[src/rtl/xlat_pkg.sv]
package xlat_pkg;

    // Where a fill lands
    typedef enum logic [1:0] {
        SLOT_NONE   = 2'd0,
        SLOT_MATCH  = 2'd1,
        SLOT_FREE   = 2'd2,
        SLOT_VICTIM = 2'd3
    } slot_src_e;

endpackage

[src/rtl/xlat_cam.sv]
// Parallel key compare over all entries; lowest matching index wins.
module xlat_cam #(
    parameter int N      = 8,
    parameter int VPN_W  = 20,
    parameter int ASID_W = 8,
    parameter int IDX_W  = 3
) (
    input  logic [N-1:0]             valid,
    input  logic [N-1:0][VPN_W-1:0]  tab_vpn,
    input  logic [N-1:0][ASID_W-1:0] tab_asid,
    input  logic [VPN_W-1:0]         key_vpn,
    input  logic [ASID_W-1:0]        key_asid,
    output logic                     hit,
    output logic [IDX_W-1:0]         idx,
    output logic                     multi
);
    logic [N-1:0] mvec;

    for (genvar i = 0; i < N; i++) begin : g_cmp
        assign mvec[i] = valid[i] && (tab_vpn[i] == key_vpn) && (tab_asid[i] == key_asid);
    end

    always_comb begin
        idx = '0;
        for (int i = N - 1; i >= 0; i--) begin
            if (mvec[i]) idx = IDX_W'(i);
        end
    end

    assign hit   = |mvec;
    assign multi = (mvec & (mvec - N'(1))) != '0;
endmodule

[src/rtl/xlat_alloc.sv]
// Chooses the slot a fill writes: existing match, lowest free, or victim.
module xlat_alloc
    import xlat_pkg::*;
#(
    parameter int N     = 8,
    parameter int IDX_W = 3
) (
    input  logic             fill_en,
    input  logic [N-1:0]     valid,
    input  logic             fill_hit,
    input  logic [IDX_W-1:0] fill_hit_idx,
    input  logic [IDX_W-1:0] rr_q,
    output logic [IDX_W-1:0] slot,
    output slot_src_e        src
);
    logic             any_free;
    logic [IDX_W-1:0] free_idx;

    always_comb begin
        free_idx = '0;
        for (int i = N - 1; i >= 0; i--) begin
            if (!valid[i]) free_idx = IDX_W'(i);
        end
        any_free = ~&valid;
    end

    always_comb begin
        slot = '0;
        src  = SLOT_NONE;
        if (fill_en) begin
            if (fill_hit) begin
                slot = fill_hit_idx;
                src  = SLOT_MATCH;
            end else if (any_free) begin
                slot = free_idx;
                src  = SLOT_FREE;
            end else begin
                slot = rr_q;
                src  = SLOT_VICTIM;
            end
        end
    end

    // a free-slot fill never lands on an occupied entry
    always_comb begin
        if (src == SLOT_FREE) begin
            a_r7_free_is_empty: assert (!valid[slot]);
        end
    end
endmodule

[src/rtl/xlat_buffer.sv]
module xlat_buffer
    import xlat_pkg::*;
#(
    parameter int N      = 8,
    parameter int VPN_W  = 20,
    parameter int PFN_W  = 20,
    parameter int ASID_W = 8,
    parameter int OFF_W  = 12
) (
    input  logic                    clk,
    input  logic                    rst_n,
    input  logic                    lk_req,
    input  logic [VPN_W-1:0]        lk_vpn,
    input  logic [ASID_W-1:0]       lk_asid,
    input  logic [OFF_W-1:0]        lk_off,
    output logic                    lk_hit,
    output logic                    lk_miss,
    output logic [PFN_W-1:0]        lk_pfn,
    output logic [PFN_W+OFF_W-1:0]  lk_paddr,
    input  logic                    fill_en,
    input  logic [VPN_W-1:0]        fill_vpn,
    input  logic [ASID_W-1:0]       fill_asid,
    input  logic [PFN_W-1:0]        fill_pfn,
    input  logic                    inv_all,
    input  logic                    inv_asid_en,
    input  logic [ASID_W-1:0]       inv_asid,
    output logic                    dup_err
);
    localparam int IDX_W = (N > 1) ? $clog2(N) : 1;
    localparam logic [IDX_W-1:0] LAST = IDX_W'(N - 1);

    typedef struct packed {
        logic [N-1:0]             valid;
        logic [N-1:0][VPN_W-1:0]  vpn;
        logic [N-1:0][ASID_W-1:0] asid;
        logic [N-1:0][PFN_W-1:0]  pfn;
        logic [IDX_W-1:0]         rr;
        logic                     dup;
    } state_t;

    state_t st_d, st_q;

    logic             lk_match, lk_multi;
    logic [IDX_W-1:0] lk_idx;
    logic             fl_match, fl_multi;
    logic [IDX_W-1:0] fl_idx;
    logic [IDX_W-1:0] slot;
    slot_src_e        src;
    logic [N-1:0]     clr;

    xlat_cam #(.N(N), .VPN_W(VPN_W), .ASID_W(ASID_W), .IDX_W(IDX_W)) u_cam_lk (
        .valid    (st_q.valid),
        .tab_vpn  (st_q.vpn),
        .tab_asid (st_q.asid),
        .key_vpn  (lk_vpn),
        .key_asid (lk_asid),
        .hit      (lk_match),
        .idx      (lk_idx),
        .multi    (lk_multi)
    );

    xlat_cam #(.N(N), .VPN_W(VPN_W), .ASID_W(ASID_W), .IDX_W(IDX_W)) u_cam_fill (
        .valid    (st_q.valid),
        .tab_vpn  (st_q.vpn),
        .tab_asid (st_q.asid),
        .key_vpn  (fill_vpn),
        .key_asid (fill_asid),
        .hit      (fl_match),
        .idx      (fl_idx),
        .multi    (fl_multi)
    );

    xlat_alloc #(.N(N), .IDX_W(IDX_W)) u_alloc (
        .fill_en      (fill_en),
        .valid        (st_q.valid),
        .fill_hit     (fl_match),
        .fill_hit_idx (fl_idx),
        .rr_q         (st_q.rr),
        .slot         (slot),
        .src          (src)
    );

    for (genvar i = 0; i < N; i++) begin : g_clr
        assign clr[i] = inv_all || (inv_asid_en && (st_q.asid[i] == inv_asid));
    end

    // Lookup outputs, combinational from the inputs and stored state
    always_comb begin
        lk_hit   = lk_req && lk_match;
        lk_miss  = lk_req && !lk_match;
        lk_pfn   = lk_hit ? st_q.pfn[lk_idx] : '0;
        lk_paddr = {lk_pfn, lk_off};
    end

    // Next state
    always_comb begin
        st_d       = st_q;
        st_d.valid = st_q.valid & ~clr;
        if (fill_en) begin
            st_d.valid[slot] = 1'b1;
            st_d.vpn[slot]   = fill_vpn;
            st_d.asid[slot]  = fill_asid;
            st_d.pfn[slot]   = fill_pfn;
            if (src == SLOT_VICTIM) begin
                st_d.rr = (st_q.rr == LAST) ? '0 : st_q.rr + IDX_W'(1);
            end
        end
        st_d.dup = st_q.dup || (lk_req && lk_multi) || (fill_en && fl_multi);
    end

    always_ff @(posedge clk) begin
        if (!rst_n) begin
            st_q       <= '0;
        end else begin
            st_q       <= st_d;
        end
    end

    assign dup_err = st_q.dup;

    // a hit is only reported for a request
    always_comb begin
        if (lk_hit) begin
            a_r3_hit_needs_req: assert (lk_req);
        end
    end

    // flush without fill leaves nothing valid
    a_r9_flush_empty: assert property (@(posedge clk) disable iff (!rst_n)
        (inv_all && !fill_en) |=> (st_q.valid == '0));

    // an identifier flush never makes an entry valid
    a_r10_no_new_valid: assert property (@(posedge clk) disable iff (!rst_n)
        (inv_asid_en && !fill_en) |=> ((st_q.valid & ~$past(st_q.valid)) == '0));

    // only replacing fills move the victim pointer
    a_r8_rr_hold: assert property (@(posedge clk) disable iff (!rst_n)
        !(fill_en && src == SLOT_VICTIM) |=> $stable(st_q.rr));

    // a filled translation is always valid next cycle
    a_r11_fill_lands: assert property (@(posedge clk) disable iff (!rst_n)
        fill_en |=> (st_q.valid != '0));

    // deduplicating fills never produce a double match
    a_r13_no_dup: assert property (@(posedge clk) disable iff (!rst_n)
        !dup_err);
endmodule

[config.mk]
export PLATFORM = sky130hd
export DESIGN_NAME = xlat_buffer
export DESIGN_NICKNAME = d
export VERILOG_FILES = /design/src/rtl/xlat_pkg.sv /design/src/rtl/xlat_cam.sv /design/src/rtl/xlat_alloc.sv /design/src/rtl/xlat_buffer.sv
export SDC_FILE = /design/constraint.sdc
export NUM_CORES = 1
export LEC_CHECK = 0
export ABC_AREA = 1
export ABC_CLOCK_PERIOD_IN_PS = 7700
export BUFFER_PORTS_ARGS = -buffer_cell sky130_fd_sc_hd__buf_2
export CAP_MARGIN = 15
export CELL_PAD_IN_SITES_DETAIL_PLACEMENT = 1
export CELL_PAD_IN_SITES_GLOBAL_PLACEMENT = 1
export CORE_MARGIN = 4
export CORE_UTILIZATION = 47
export CTS_BUF_LIST = sky130_fd_sc_hd__clkbuf_4
export DETAILED_ROUTE_END_ITERATION = 8
export PLACE_DENSITY = 0.95
export SLEW_MARGIN = 20
export SYNTH_ARGS = -nofsm -noshare
export SYNTH_HDL_FRONTEND = slang
export SYNTH_SLANG_ARGS = --single-unit
[constraint.sdc]
create_clock -name clk -period 7.7 [get_ports clk]
set_input_delay 1.155 -clock clk [delete_from_list [all_inputs] [get_ports clk]]
set_output_delay 1.155 -clock clk [all_outputs]
set_load 0.005 [all_outputs]
==> results.py <==
metrics = {
    "place": {
        "place_congestion": 1.21,
        "post-place-ws_ns": 1.53,
        "port_buffers": 132,
        "dp_hpwl_um": 119000,
    },
    "sta": {
        "finalHoldViolCount": 0,
        "skew_ns": 0.0848,
        "finalSetupViolCount": 0,
        "fin_crit_ns": 6.53,
        "finalCritPeriodShare_pct": 84.8,
        "timing.setup.tns_ns": 0,
        "relSlewSlack_pct": 23.9,
        "worst_slack_ns": 1.17,
        "slew_viol_final": 0,
        "timing.fmax_ghz": 0.153,
        "rsz0062_at_grt": "no",
        "tightest_slew_ns": 1.14,
    },
    "global_routing": {
        "antenna_found_initial": 10,
        "busiest_layer": "met2",
        "met1_usage_pct": 66.3,
        "grt_max_degree": 199,
        "track_usage_pct": 53.5,
        "first_global_vias": 37300,
        "grt_util_met3_pct": 22.9,
        "grt.met2_usage_pct": 76.7,
        "grt-ovfl-total": 0,
        "grt_pass1_wl_um": 254000,
    },
    "worst_setup_path": {
        "cp_slowest_stage_delay_ns": 0.85,
        "cp_max_fo": 16,
        "critical_path.most_common_cell": "nand2_1",
        "path_class": "reg2out",
        "slowest_stage": "nor2_2",
        "cp_cell_sequence": "inv_1 > nand2_1 > nand4_1 > nor4_1 > nand2_1 > nor2_1 > nand2_1 > nand4_1 > nor2_1 > nor2_2 > buf_4 > nand2_1 > nor2_1 > buf_2",
        "critPathRequiredTime_ns": 6.55,
        "start_kind": "flip-flop",
        "end_kind": "output pin",
        "worstPathArrival_ns": 5.37,
    },
    "detailed_routing": {
        "drtIter0Drc": 5734,
        "drt-total-wl_um": 179000,
        "vias": 37700,
        "routed_via_density": 6.50,
        "drcViolationCount": 0,
        "wl_per_cell_um": 30.8,
        "drtPass1Iterations": 7,
        "postRouteAntennaNets": 0,
    },
    "yosys": {
        "netlist-cell-type-count": 44,
        "async_flop_share_pct": 0,
        "synth_warnings": 0,
        "netlist_area_mm2": 0.0283,
        "yosys_register_bits": 396,
        "synth.avg_cell_area_um2": 5.67,
        "synth.yosys.seq_area_share_pct": 28.0,
        "synth_edf_count": 0,
        "synth-xor-area-share_pct": 3.68,
        "synth.area.mux_share_pct": 0,
        "syn_nets": 5108,
        "synth-compound-area-share_pct": 8.17,
        "synth-simple-area-share_pct": 46.6,
        "synth_cells": 5004,
        "synth_top_family_by_area": "simple AND/OR/NAND/NOR gates",
        "ys.flop_type": "dfxtp_1",
        "synth_fa_ha_area_share_pct": 0.0883,
    },
    "cells_and_area": {
        "drive_gt1_share_pct": 7.75,
        "regArea_mm2": 0.00793,
        "area_growth_pct": 5.72,
        "fillCellCount": 8606,
        "multiInputGateArea_mm2": 0.0167,
        "num-nets-final": 5042,
    },
    "clock_network": {
        "clock_latency_ns": 1.01,
        "cts_buffers": 113,
        "htree_num_levels": 3,
        "cts-root-buf": "clkbuf_4",
        "cts_sinks": 396,
        "postCtsSetupBuffers": 0,
        "cts_tree": "yes",
        "postCtsResizedCells": 0,
        "clk_pin_slew_ns": 0.07,
        "cts_hold_buffers": 0,
        "clk_path_buf_depth": 3,
    },
    "floorplanning": {
        "design.die.area_mm2": 0.0643,
        "io_pins": 157,
        "die_y_um": 254,
        "core_mm2": 0.0594,
        "num_rows": 89,
        "die_w_um": 254,
        "start_util_pct": 47.8,
    },
    "power": {
        "p_per_area_mw_per_mm2": 174,
        "ir_drop_uv": 165,
        "p_leak_uw": 0.0135,
    },
    "job": {
        "drv_cap": 0,
    },
    "outcome": {
        "status": "completed",
    },
    "hold_path": {
        "hold_class": "reg2reg",
    },
}
-- stage by stage --
| step | std cells | hold slack, ns | util (%) | total power [uW] | instance area (um^2) |
|---|---|---|---|---|---|
| floorplan | 5004 | 0.440 | - | 2690 | 28300 |
| CTS | 5790 | 0.482 | 50.5 | 5110 | 30000 |
| global route | 5793 | 0.504 | 50.5 | 5310 | 30000 |
| global placement | 5596 | 0.447 | 48.1 | 3000 | 28500 |
| detailed placement | 5596 | 0.464 | 48.1 | 3020 | 28500 |
| finish | 5796 | 0.483 | 50.5 | 5220 | 30000 |
-- cell usage in the layout, fill, tap and decap left out, types with 28 or more instances in the layout --
cell type / Yosys / final
a21oi_1: 233 / 232
buf_2: 126 / 131
buf_4: 82 / 28
clkbuf_4: 0 / 164
dfxtp_1: 396 / 396
inv_1: 466 / 465
nand2_1: 1514 / 1512
nand3_1: 570 / 568
nand3b_1: 28 / 28
nand4_1: 84 / 84
nor2_1: 968 / 961
o21ai_0: 67 / 67
o22ai_1: 79 / 79
xnor2_1: 74 / 74
xor2_1: 45 / 45
-- synthesized netlist by cell type, types with 2 or more instances --
| library cell | number | area, um^2 |
|---|---|---|
| a2111oi_0 | 6 | 52.6 |
| a211oi_1 | 7 | 52.6 |
| a21oi_1 | 233 | 1170 |
| a221oi_1 | 4 | 35.0 |
| a31oi_1 | 2 | 12.5 |
| and2_0 | 2 | 12.5 |
| and2_1 | 11 | 68.8 |
| buf_1 | 51 | 191 |
| buf_2 | 126 | 631 |
| buf_4 | 82 | 616 |
| buf_6 | 23 | 259 |
| clkbuf_1 | 69 | 259 |
| clkinv_1 | 7 | 26.3 |
| dfxtp_1 | 396 | 7930 |
| ha_1 | 2 | 25.0 |
| inv_1 | 466 | 1750 |
| inv_2 | 20 | 75.1 |
| inv_4 | 4 | 25.0 |
| nand2_1 | 1514 | 5680 |
| nand2_2 | 2 | 12.5 |
| nand3_1 | 570 | 2850 |
| nand3b_1 | 28 | 210 |
| nand4_1 | 84 | 526 |
| nor2_1 | 968 | 3630 |
| nor2_2 | 3 | 18.8 |
| nor3_1 | 27 | 135 |
| nor4_1 | 3 | 18.8 |
| o2111ai_1 | 5 | 43.8 |
| o211ai_1 | 4 | 30.0 |
| o21ai_0 | 67 | 335 |
| o21ai_1 | 10 | 50.1 |
| o22ai_1 | 79 | 494 |
| xnor2_1 | 74 | 648 |
| xor2_1 | 45 | 394 |
-- where the power goes --
group / internal, uW / switching [uW]
Clock: 1010 / 1130
Sequential: 2090 / 73.8
Combinational: 211 / 701
-- layout make-up --
type | instances | area share (%)
Inverter | 497 | 6.27
Multi-Input combinational cell | 3760 | 55.7
Timing Repair Buffer | 170 | 3.61
Clock inverter | 30 | 0.605
Clock buffer | 164 | 4.11
Sequential cell | 396 | 26.5
Tap cell | 773 | 3.23
Antenna cell | 6 | 0.0501
-- metal layers --
metal	part of all wire, %	vias to the layer above
li1	-	15600
met1	37	17900
met2	40	3215
met3	16	989
met4	7.6	2
met5	0.010	-
-- worst max-delay path, delay by kind of cell (launching register included) --
kind | cells | cell delay [ns]
buffers and inverters | 3 | 0.84
DFF | 1 | 0.63
and+or+nand+nor | 11 | 2.90
-- path summary, 6_finish.rpt --
check             from         to  slack, ns  cells after the start
min reg2reg  flip-flop  flip-flop       0.48                      2
min          flip-flop  flip-flop       0.48                      2
max          flip-flop  lk_pfn[1]       1.17                     14
max reg2reg  flip-flop  flip-flop       2.43                     14
-- kinds of logic after synthesis --
group | count (synthesis)
compound gates | 422
buf+inv | 848
flops | 396
simple gates | 3217
xor+xnor | 119
fa+ha+maj | 2
Power figures use the tool's default switching activity.
